File: config.mk
export PLATFORM = sky130hd
export DESIGN_NAME = ptw_walker
export DESIGN_NICKNAME = d
export VERILOG_FILES = /design/src/rtl/ptw_pkg.sv /design/src/rtl/ptw_slot_addr.sv /design/src/rtl/ptw_leaf_check.sv /design/src/rtl/ptw_walker.sv
export SDC_FILE = /design/constraint.sdc
export NUM_CORES = 1
export LEC_CHECK = 0
export ABC_AREA = 1
export BUFFER_PORTS_ARGS = -buffer_cell sky130_fd_sc_hd__buf_2
export CAP_MARGIN = 10
export CORE_ASPECT_RATIO = 0.5
export CORE_MARGIN = 2
export CORE_UTILIZATION = 45
export CTS_BUF_LIST = sky130_fd_sc_hd__clkbuf_8
export CTS_CLUSTER_DIAMETER = 60
export DETAILED_ROUTE_END_ITERATION = 10
export PLACE_DENSITY = 0.69
export SETUP_SLACK_MARGIN = 0.5
export SYNTH_ARGS = -nofsm -noshare
export SYNTH_HDL_FRONTEND = slang
export SYNTH_HIERARCHICAL = 1
export SYNTH_SLANG_ARGS = --single-unit
export TNS_END_PERCENT = 5
File: constraint.sdc
create_clock -name clk -period 2.2 [get_ports clk]
set_input_delay 0.44 -clock clk [delete_from_list [all_inputs] [get_ports clk]]
set_output_delay 0.44 -clock clk [all_outputs]
set_load 0.02 [all_outputs]
File: src/rtl/ptw_pkg.sv
// Package: shared types for the page table walker.
// Holds the walk state encoding, the fault cause codes and the bit
// positions of the control flags inside a table entry.
package ptw_pkg;

    typedef enum logic [2:0] {
        ST_IDLE,
        ST_READ_DIR,
        ST_WAIT_DIR,
        ST_READ_PTE,
        ST_WAIT_PTE,
        ST_DONE
    } walk_state_t;

    typedef enum logic [1:0] {
        CAUSE_NONE         = 2'd0,
        CAUSE_DIR_INVALID  = 2'd1,
        CAUSE_LEAF_INVALID = 2'd2,
        CAUSE_PERM         = 2'd3
    } fault_cause_t;

    localparam int ENT_VALID_BIT = 0;
    localparam int ENT_WRITE_BIT = 1;
    localparam int ENT_USER_BIT  = 2;
    localparam int ENT_BYTES_LOG = 2;

endpackage

File: src/rtl/ptw_slot_addr.sv
// Module: ptw_slot_addr
// Computes the byte address of one table slot: a page-aligned table base
// plus the index scaled by the entry size.
// Assumes: a table fits in one page, so the scaled index stays inside the
// offset field (IDX_W + entry size log2 <= OFF_W).
module ptw_slot_addr
    import ptw_pkg::*;
#(
    parameter int ADDR_W = 32,
    parameter int OFF_W  = 12,
    parameter int IDX_W  = 10
) (
    input  logic [ADDR_W-OFF_W-1:0] base_pn,
    input  logic [IDX_W-1:0]        idx,
    output logic [ADDR_W-1:0]       slot_addr
);
    localparam int PAD_W = ADDR_W - IDX_W - ENT_BYTES_LOG;

    // Scale the index by the entry size and add it to the aligned base.
    always_comb begin
        slot_addr = {base_pn, {OFF_W{1'b0}}}
                  + {{PAD_W{1'b0}}, idx, {ENT_BYTES_LOG{1'b0}}};
    end
endmodule

File: src/rtl/ptw_leaf_check.sv
// Module: ptw_leaf_check
// Classifies a leaf entry against the access being translated: invalid,
// permission violation, or usable.
// Assumes: called only on the final level; directory entries never reach it.
module ptw_leaf_check
    import ptw_pkg::*;
#(
    parameter int ENT_W = 32
) (
    input  logic [ENT_W-1:0] entry,
    input  logic             acc_write,
    input  logic             acc_user,
    output fault_cause_t     cause
);
    logic write_denied;
    logic user_denied;

    // Work out which permission the access lacks.
    always_comb begin
        write_denied = acc_write && !entry[ENT_WRITE_BIT];
        user_denied  = acc_user  && !entry[ENT_USER_BIT];
    end

    // Invalidity outranks permission problems.
    always_comb begin
        if (!entry[ENT_VALID_BIT])
            cause = CAUSE_LEAF_INVALID;
        else if (write_denied || user_denied)
            cause = CAUSE_PERM;
        else
            cause = CAUSE_NONE;
    end
endmodule

File: src/rtl/ptw_walker.sv
// Module: ptw_walker (top)
// Translates a linear address through a directory and an inner table,
// one memory read per level, and returns a physical address or a fault.
// Assumes: the memory returns exactly one response per accepted read,
// never before the read is accepted; entries are ADDR_W bits wide and
// ADDR_W = OFF_W + 2*IDX_W.
module ptw_walker
    import ptw_pkg::*;
#(
    parameter int ADDR_W = 32,
    parameter int OFF_W  = 12,
    parameter int IDX_W  = 10
) (
    input  logic              clk,
    input  logic              rst_n,
    input  logic              cfg_wr,
    input  logic              cfg_priv,
    input  logic [ADDR_W-OFF_W-1:0] cfg_base_pn,
    input  logic              req_valid,
    output logic              req_ready,
    input  logic [ADDR_W-1:0] req_vaddr,
    input  logic              req_write,
    input  logic              req_user,
    output logic              rsp_valid,
    output logic [ADDR_W-1:0] rsp_paddr,
    output logic              rsp_fault,
    output logic [1:0]        rsp_cause,
    output logic              mem_req_valid,
    input  logic              mem_req_ready,
    output logic [ADDR_W-1:0] mem_req_addr,
    input  logic              mem_rsp_valid,
    input  logic [ADDR_W-1:0] mem_rsp_data
);
    localparam int PN_W = ADDR_W - OFF_W;
    localparam int LVLS = 2;

    walk_state_t   state;
    logic [PN_W-1:0]   base_reg;
    logic [PN_W-1:0]   walk_base;
    logic [PN_W-1:0]   tbl_pn;
    logic [ADDR_W-1:0] va_q;
    logic              wr_q;
    logic              usr_q;
    logic [ADDR_W-1:0] paddr_q;
    fault_cause_t      cause_q;
    fault_cause_t      leaf_cause;

    logic [PN_W-1:0]   lvl_base [LVLS];
    logic [ADDR_W-1:0] lvl_addr [LVLS];

    // Table base feeding each level: the snapshot base, then the directory pointer.
    always_comb begin
        lvl_base[0] = walk_base;
        lvl_base[1] = tbl_pn;
    end

    // One slot address generator per level, each fed its own index field.
    for (genvar g = 0; g < LVLS; g++) begin : g_level
        ptw_slot_addr #(
            .ADDR_W (ADDR_W),
            .OFF_W  (OFF_W),
            .IDX_W  (IDX_W)
        ) u_slot (
            .base_pn   (lvl_base[g]),
            .idx       (va_q[ADDR_W-1-g*IDX_W -: IDX_W]),
            .slot_addr (lvl_addr[g])
        );
    end

    ptw_leaf_check #(
        .ENT_W (ADDR_W)
    ) u_leaf (
        .entry     (mem_rsp_data),
        .acc_write (wr_q),
        .acc_user  (usr_q),
        .cause     (leaf_cause)
    );

    // Directory base register, loaded only by privileged writes.
    always_ff @(posedge clk) begin
        if (!rst_n)
            base_reg <= '0;
        else if (cfg_wr && cfg_priv)
            base_reg <= cfg_base_pn;
    end

    // Walk sequencer: captures the request, issues both reads, records the result.
    always_ff @(posedge clk) begin
        if (!rst_n) begin
            state     <= ST_IDLE;
            walk_base <= '0;
            tbl_pn    <= '0;
            va_q      <= '0;
            wr_q      <= 1'b0;
            usr_q     <= 1'b0;
            paddr_q   <= '0;
            cause_q   <= CAUSE_NONE;
        end else begin
            case (state)
                ST_IDLE: begin
                    if (req_valid) begin
                        va_q      <= req_vaddr;
                        wr_q      <= req_write;
                        usr_q     <= req_user;
                        walk_base <= base_reg;
                        state     <= ST_READ_DIR;
                    end
                end
                ST_READ_DIR: begin
                    if (mem_req_ready)
                        state <= ST_WAIT_DIR;
                end
                ST_WAIT_DIR: begin
                    if (mem_rsp_valid) begin
                        if (!mem_rsp_data[ENT_VALID_BIT]) begin
                            cause_q <= CAUSE_DIR_INVALID;
                            paddr_q <= '0;
                            state   <= ST_DONE;
                        end else begin
                            tbl_pn <= mem_rsp_data[ADDR_W-1:OFF_W];
                            state  <= ST_READ_PTE;
                        end
                    end
                end
                ST_READ_PTE: begin
                    if (mem_req_ready)
                        state <= ST_WAIT_PTE;
                end
                ST_WAIT_PTE: begin
                    if (mem_rsp_valid) begin
                        cause_q <= leaf_cause;
                        paddr_q <= (leaf_cause == CAUSE_NONE)
                                 ? {mem_rsp_data[ADDR_W-1:OFF_W], va_q[OFF_W-1:0]}
                                 : '0;
                        state   <= ST_DONE;
                    end
                end
                ST_DONE: begin
                    state <= ST_IDLE;
                end
                default: state <= ST_IDLE;
            endcase
        end
    end

    // Port decode from the sequencer state and result registers.
    always_comb begin
        req_ready     = (state == ST_IDLE);
        mem_req_valid = (state == ST_READ_DIR) || (state == ST_READ_PTE);
        mem_req_addr  = (state == ST_READ_PTE) ? lvl_addr[1] : lvl_addr[0];
        rsp_valid     = (state == ST_DONE);
        rsp_paddr     = paddr_q;
        rsp_cause     = cause_q;
        rsp_fault     = (cause_q != CAUSE_NONE);
    end

    AST_REQ_HOLD: assert property (@(posedge clk) disable iff (!rst_n)
        mem_req_valid && !mem_req_ready |=> mem_req_valid && $stable(mem_req_addr));
    AST_BUSY_AFTER_ACCEPT: assert property (@(posedge clk) disable iff (!rst_n)
        req_valid && req_ready |=> !req_ready);
    AST_NO_READ_WHEN_IDLE: assert property (@(posedge clk) disable iff (!rst_n)
        mem_req_valid |-> !req_ready);
    AST_RSP_PULSE: assert property (@(posedge clk) disable iff (!rst_n)
        rsp_valid |=> !rsp_valid);
    AST_FAULT_NO_ADDR: assert property (@(posedge clk) disable iff (!rst_n)
        rsp_valid && rsp_fault |-> rsp_paddr == '0);
    AST_RSP_READY_NEXT: assert property (@(posedge clk) disable iff (!rst_n)
        rsp_valid |=> req_ready);
endmodule

==> impl_metrics.ini, run 1 <==
[yosys]
ys_seq_area_frac = 0.421
netlist_area_um2 = 6220
syn_inst = 839
synth-warning-count = 6
synth-seq-cells = 131
synth_cell_types = 22
synth.avg_cell_area_um2 = 7.42

[detailed_routing]
vias = 5629
detail-route-antenna-nets = 0
drc_errors = 0
finalWirelength_mm = 15.8
drt_iter0_markers = 372
vias_per_cell = 5.05
first_pass_iters = 5
avgRoutedWirePerCell_um = 14.2

[floorplan]
initial_core_util = 0.461
rows = 30
die_x_um = 170
fp.dieH_um = 87.2
boundaryPins = 163
core_um2 = 13500
dieArea_um2 = 14800

[setup_path]
path_delay_family = buffers and inverters
critPathLaunchType = flip-flop
path_cells = inv_2 -> nand2_4 -> inv_4 -> nand2_8 -> buf_12 -> mux2_4 -> buf_6
end_kind = output pin
critical-path-max-stage-delay_ps = 330
arrival_ps = 1660
required_ps = 1760
cp_slowest_cell = dfxtp_2
path_class = flip-flop to output pin
crit_buf_inv = 4
cp_max_fo = 8

[power_and_ir_drop]
total_power_uw = 8630
power_density_nw_per_um2 = 1140
power.leakage_uw = 0.00346
ir_worst_vdd_mv = 0.468

[sta]
slew_headroom = 0.527
final_hold_viol_count = 0
maxSlewViolCount = 0
clock_skew_ps = 12.3
clock.fmax_ghz = 0.476
rsz0062_at_grt = true
min_period_ps = 2100
fin_setup_tns_ps = 0
fin_crit_sh = 0.955
setup_viol = 0
worst_pin_slew_ps = 708

[final_layout]
n_antenna_cell = 0
fillers = 1313
area_delta_synth_final_pct = 21.8
final_cell_mix = 138 x nand2_1, 128 x dfxtp_1, 125 x nor2_1, 121 x buf_2, 92 x nand3_1
multi_input_area_um2 = 2740
utilization = 0.561
layout_commonest_cell = nand2_1
register_area_um2 = 2630
nets = 1018
drive_gt1_frac = 0.295
instances_no_fill = 1114
post-route-cell-area_um2 = 7580

[placed_design]
hpwl_mm = 10.6
io_buffers = 151
dp_cells = 1062
gp_congestion = 0.866
placedInstanceArea_um2 = 6580

[flow_run]
max-cap-violations = 0

[global_routing]
grt_max_degree = 46
grt_usage = 0.207
grt_pass1_vias = 5191
grt-ovfl-total = 0
grt_pass1_wl_mm = 24.5
antenna_found_initial = 0

[clock_network]
worst_skew_pair.late_latency_ps = 430
cts_root_buf = clkbuf_8
cts.clk_slew.worst_paths_ps = 90
clock-sinks = 131
clockBufferDepth = 2
cts_tree = built
cts_made_buffers = 17
postCtsHoldBufs = 0
htreeDepth = 4

[min_path]
min_path_type = input pin to flip-flop

[outcome]
status = completed
## final timing paths
| kind | to | cells past startpoint | slack [ps] | startpoint |
|---|---|---|---|---|
| setup / recovery | mem_req_addr[23] | 7 | 100 | state[2] |
| hold / removal | base_reg[15] | 3 | 260 | cfg_base_pn[15] |
| setup reg to reg | rsp_paddr[5] | 7 | 460 | state[2] |
| hold reg to reg | walk_base[19] | 2 | 460 | walk_base[19] |
## cell families (layout without fill, tap and decap cells)
| family | after synthesis | count (layout) | share of synthesized area |
|---|---|---|---|
| other | 2 | 4 | 0.00121 |
| flip-flops | 131 | 131 | 0.421 |
| multiplexers | 32 | 32 | 0.0579 |
| buffers and inverters | 174 | 271 | 0.160 |
| AO/OA/AOI/OAI | 100 | 100 | 0.0810 |
| AND/OR/NAND/NOR | 400 | 400 | 0.279 |
## what timing repair did
| action | in CTS | in global routing |
|---|---|---|
| gates resized for setup | 17 | 84 |
| hold endpoints to repair | 0 | 0 |
| endpoints found under the setup margin | 73 | 119 |
| cloned | 2 | 2 |
| pin swaps | 1 | 3 |
| buffers inserted | 6 | 10 |
## cells in the mapped netlist
cell type	count	share of area
buf_4	73	0.088
buf_2	17	0.014
nand2_1	139	0.084
nand2_2	6	0.0060
a21oi_1	57	0.046
nor2_2	1	0.0010
nand3_1	92	0.074
conb_1	2	0.0012
dfxtp_1	131	0.42
or2_2	1	0.0010
mux2_1	2	0.0036
a21oi_2	1	0.0014
nor2_4	3	0.0054
inv_2	4	0.0024
mux2_2	30	0.054
nor2_1	127	0.077
nand4_1	31	0.031
buf_1	6	0.0036
o21ai_0	42	0.034
inv_1	45	0.027
clkbuf_1	23	0.014
buf_6	6	0.011
## metal layers
layer / GRT usage / vias up / part of all wire
li1: - / 2826 / -
met1: 0.278 / 2634 / 0.49
met2: 0.351 / 157 / 0.46
met3: 0.0354 / 12 / 0.044
met4: 0.0521 / 0 / 0.0061
met5: 0 / - / 0
## metrics by stage
| step | hold slack, ps | setup slack, ps |
|---|---|---|
| after detailed placement | 449 | 220 |
| after floorplan | 440 | 554 |
| after global placement | 444 | 255 |
| final | 259 | 98.8 |
| after global routing | 257 | 22.9 |
| after CTS | 250 | 43.4 |
## report_power, final
group	switching [µW]	internal (µW)	leakage, µW
registers	218	2770	0.00107
logic	1980	1330	0.00217
clock network	1000	1330	0.000223
## tightest hold or removal path: cells and delay by family
| kind | cells | cell delay [ps] |
|---|---|---|
| buffers and inverters | 1 | 70 |
| AO/OA/AOI/OAI | 1 | 70 |
| AND/OR/NAND/NOR | 1 | 70 |
## final cells by class
cell class,instances,area share
Clock buffer,20,0.0363
Tap cell,176,0.0290
Sequential cell,131,0.347
Multi-Input combinational cell,536,0.362
Timing Repair Buffer,190,0.178
Clock inverter,12,0.0234
Inverter,49,0.0246
No activity file was read; power rests on OpenSTA's default activity.
==> inputs of run 2 (changes only) <==
CTS_BUF_LIST = sky130_fd_sc_hd__clkbuf_2 sky130_fd_sc_hd__clkbuf_4 sky130_fd_sc_hd__clkbuf_8   (was sky130_fd_sc_hd__clkbuf_8)
CTS_CLUSTER_SIZE = 24   (was not set)
==> run 2 against run 1 <==
Clock power about the same. Sequential power is essentially flat. Die area stayed put. Sequential cell count did not move. Non-clock buffer count stayed put. Largest cell class unchanged.
==> impl_metrics.ini, run 2 (same netlist as run 1, synthesis figures left out) <==
[detailed_routing]
first_pass_iters = 5
finalWirelength_mm = 15.8
avgRoutedWirePerCell_um = 14.2
detail-route-antenna-nets = 0
drc_errors = 0
vias = 5623
drt_iter0_markers = 360
vias_per_cell = 5.05

[placed_design]
io_buffers = 151
hpwl_mm = 10.6
gp_congestion = 0.866
dp_cells = 1062
place_ws_ps = 220
placedInstanceArea_um2 = 6580

[setup_path]
cp_max_fo = 8
path_class = flip-flop to output pin
worstRegToRegCells = 7
critPathLaunchType = flip-flop
reg2reg_from = state[2]
required_ps = 1760
end_kind = output pin
arrival_ps = 1660
r2r_slack_ps = 460
r2r_end = rsp_paddr[5]

[final_layout]
multi_input_area_um2 = 2740
fillers = 1313
n_antenna_cell = 0
instances_no_fill = 1114
register_area_um2 = 2630
nets = 1018
layout_commonest_cell = nand2_1
post-route-cell-area_um2 = 7590
drive_gt1_frac = 0.296
final_cell_mix = 138 x nand2_1, 128 x dfxtp_1, 125 x nor2_1, 121 x buf_2, 92 x nand3_1
area_delta_synth_final_pct = 21.9

[sta]
slew_headroom = 0.537
worst_pin_slew_ps = 694
clock.fmax_ghz = 0.475
fin_crit_sh = 0.956
clock_skew_ps = 11.0
maxSlewViolCount = 0
fin_setup_tns_ps = 0
min_period_ps = 2100
final_hold_viol_count = 0
setup_ws_ps = 96.3
setup_viol = 0
rsz0062_at_grt = true

[clock_network]
htreeDepth = 4
cts.clk_slew.worst_paths_ps = 80
cts_made_buffers = 17
clockBufferDepth = 2
clock-sinks = 131
cts_tree = built
postCtsHoldBufs = 0
worst_skew_pair.late_latency_ps = 430
cts_root_buf = clkbuf_8

[outcome]
status = completed

[global_routing]
antenna_found_initial = 0
grt_usage = 0.207
grt-ovfl-total = 0
grt_pass1_vias = 5198
grt_max_degree = 46
grt_pass1_wl_mm = 24.5

[power_and_ir_drop]
total_power_uw = 8630
power_frac_comb = 0.383
seqPwrFrac = 0.346
power_switching_uw = 3180
p_clk_frac = 0.271
switching_share = 0.369
intPower_uw = 5450
power.leakage_uw = 0.00346
power_density_nw_per_um2 = 1140
ir_worst_vdd_mv = 0.466

[min_path]
whs_path_depth = 3
min-delay-start = cfg_base_pn[15]
hold_end = base_reg[15]
min_path_type = input pin to flip-flop

[floorplan]
initial_core_util = 0.461
die_x_um = 170
core_um2 = 13500
boundaryPins = 163
dieArea_um2 = 14800
fp.dieH_um = 87.2
rows = 30

[flow_run]
max-cap-violations = 0
## run 2: cell types whose count changed in the layout (fill, tap and decap cells not counted), sizes merged
cell / previous run / this run
clkbuf: 22 / 23
inv: 52 / 51
## run 2: layer usage
metal,track usage,routed length (µm),up-vias
met4,0.0544,86,0
met5,0,0,-
li1,-,-,2826
met2,0.351,7360,146
met3,0.0354,643,10
met1,0.278,7700,2641
## run 2: worst max path at each step
stage	start	end	slack, ps	cells past startpoint
floorplan	state[1]	mem_req_addr[5]	550	5
global route	state[2]	mem_req_addr[30]	20	7
finish	state[2]	mem_req_addr[23]	100	7
global placement	state[1]	mem_req_addr[30]	250	6
detailed placement	state[2]	rsp_paddr[28]	220	7
CTS	state[1]	req_ready	40	6
## run 2: worst max-delay path, stage by stage (launching register included)
cell,delay [ps]
dfxtp_2,330
inv_2,70
nand2_4,60
inv_4,80
nand2_8,100
buf_12,170
mux2_4,310
buf_6,130
## run 2: metrics by stage
| step | utilization | hold WS (ps) |
|---|---|---|
| after floorplan | - | 440 |
| after global placement | 0.487 | 444 |
| after detailed placement | 0.487 | 449 |
| after CTS | 0.532 | 248 |
| after global routing | 0.562 | 258 |
| final | 0.562 | 263 |
## run 2: power by group through the flow
stage	clock, µW	combinational (µW)	sequential, µW
floorplan	0	2060	3180
global placement	0	2670	3020
detailed placement	0	2720	3020
CTS	2380	2890	2980
global route	2490	3620	3030
finish	2340	3300	2990
## run 2: repair_timing
action	in CTS	in global routing
pin swaps	1	3
setup endpoints to repair	73	119
buffers inserted	6	10
hold endpoints to repair	0	0
cloned	2	2
gates resized for setup	17	84
## run 2: layout make-up
| cell class | instances | share of cell area |
|---|---|---|
| multi-input combinational | 536 | 0.361 |
| sequential | 131 | 0.346 |
| timing repair buffer | 190 | 0.178 |
| clock buffer | 21 | 0.0373 |
| tap | 176 | 0.0290 |
| inverter | 49 | 0.0246 |
| clock inverter | 11 | 0.0229 |
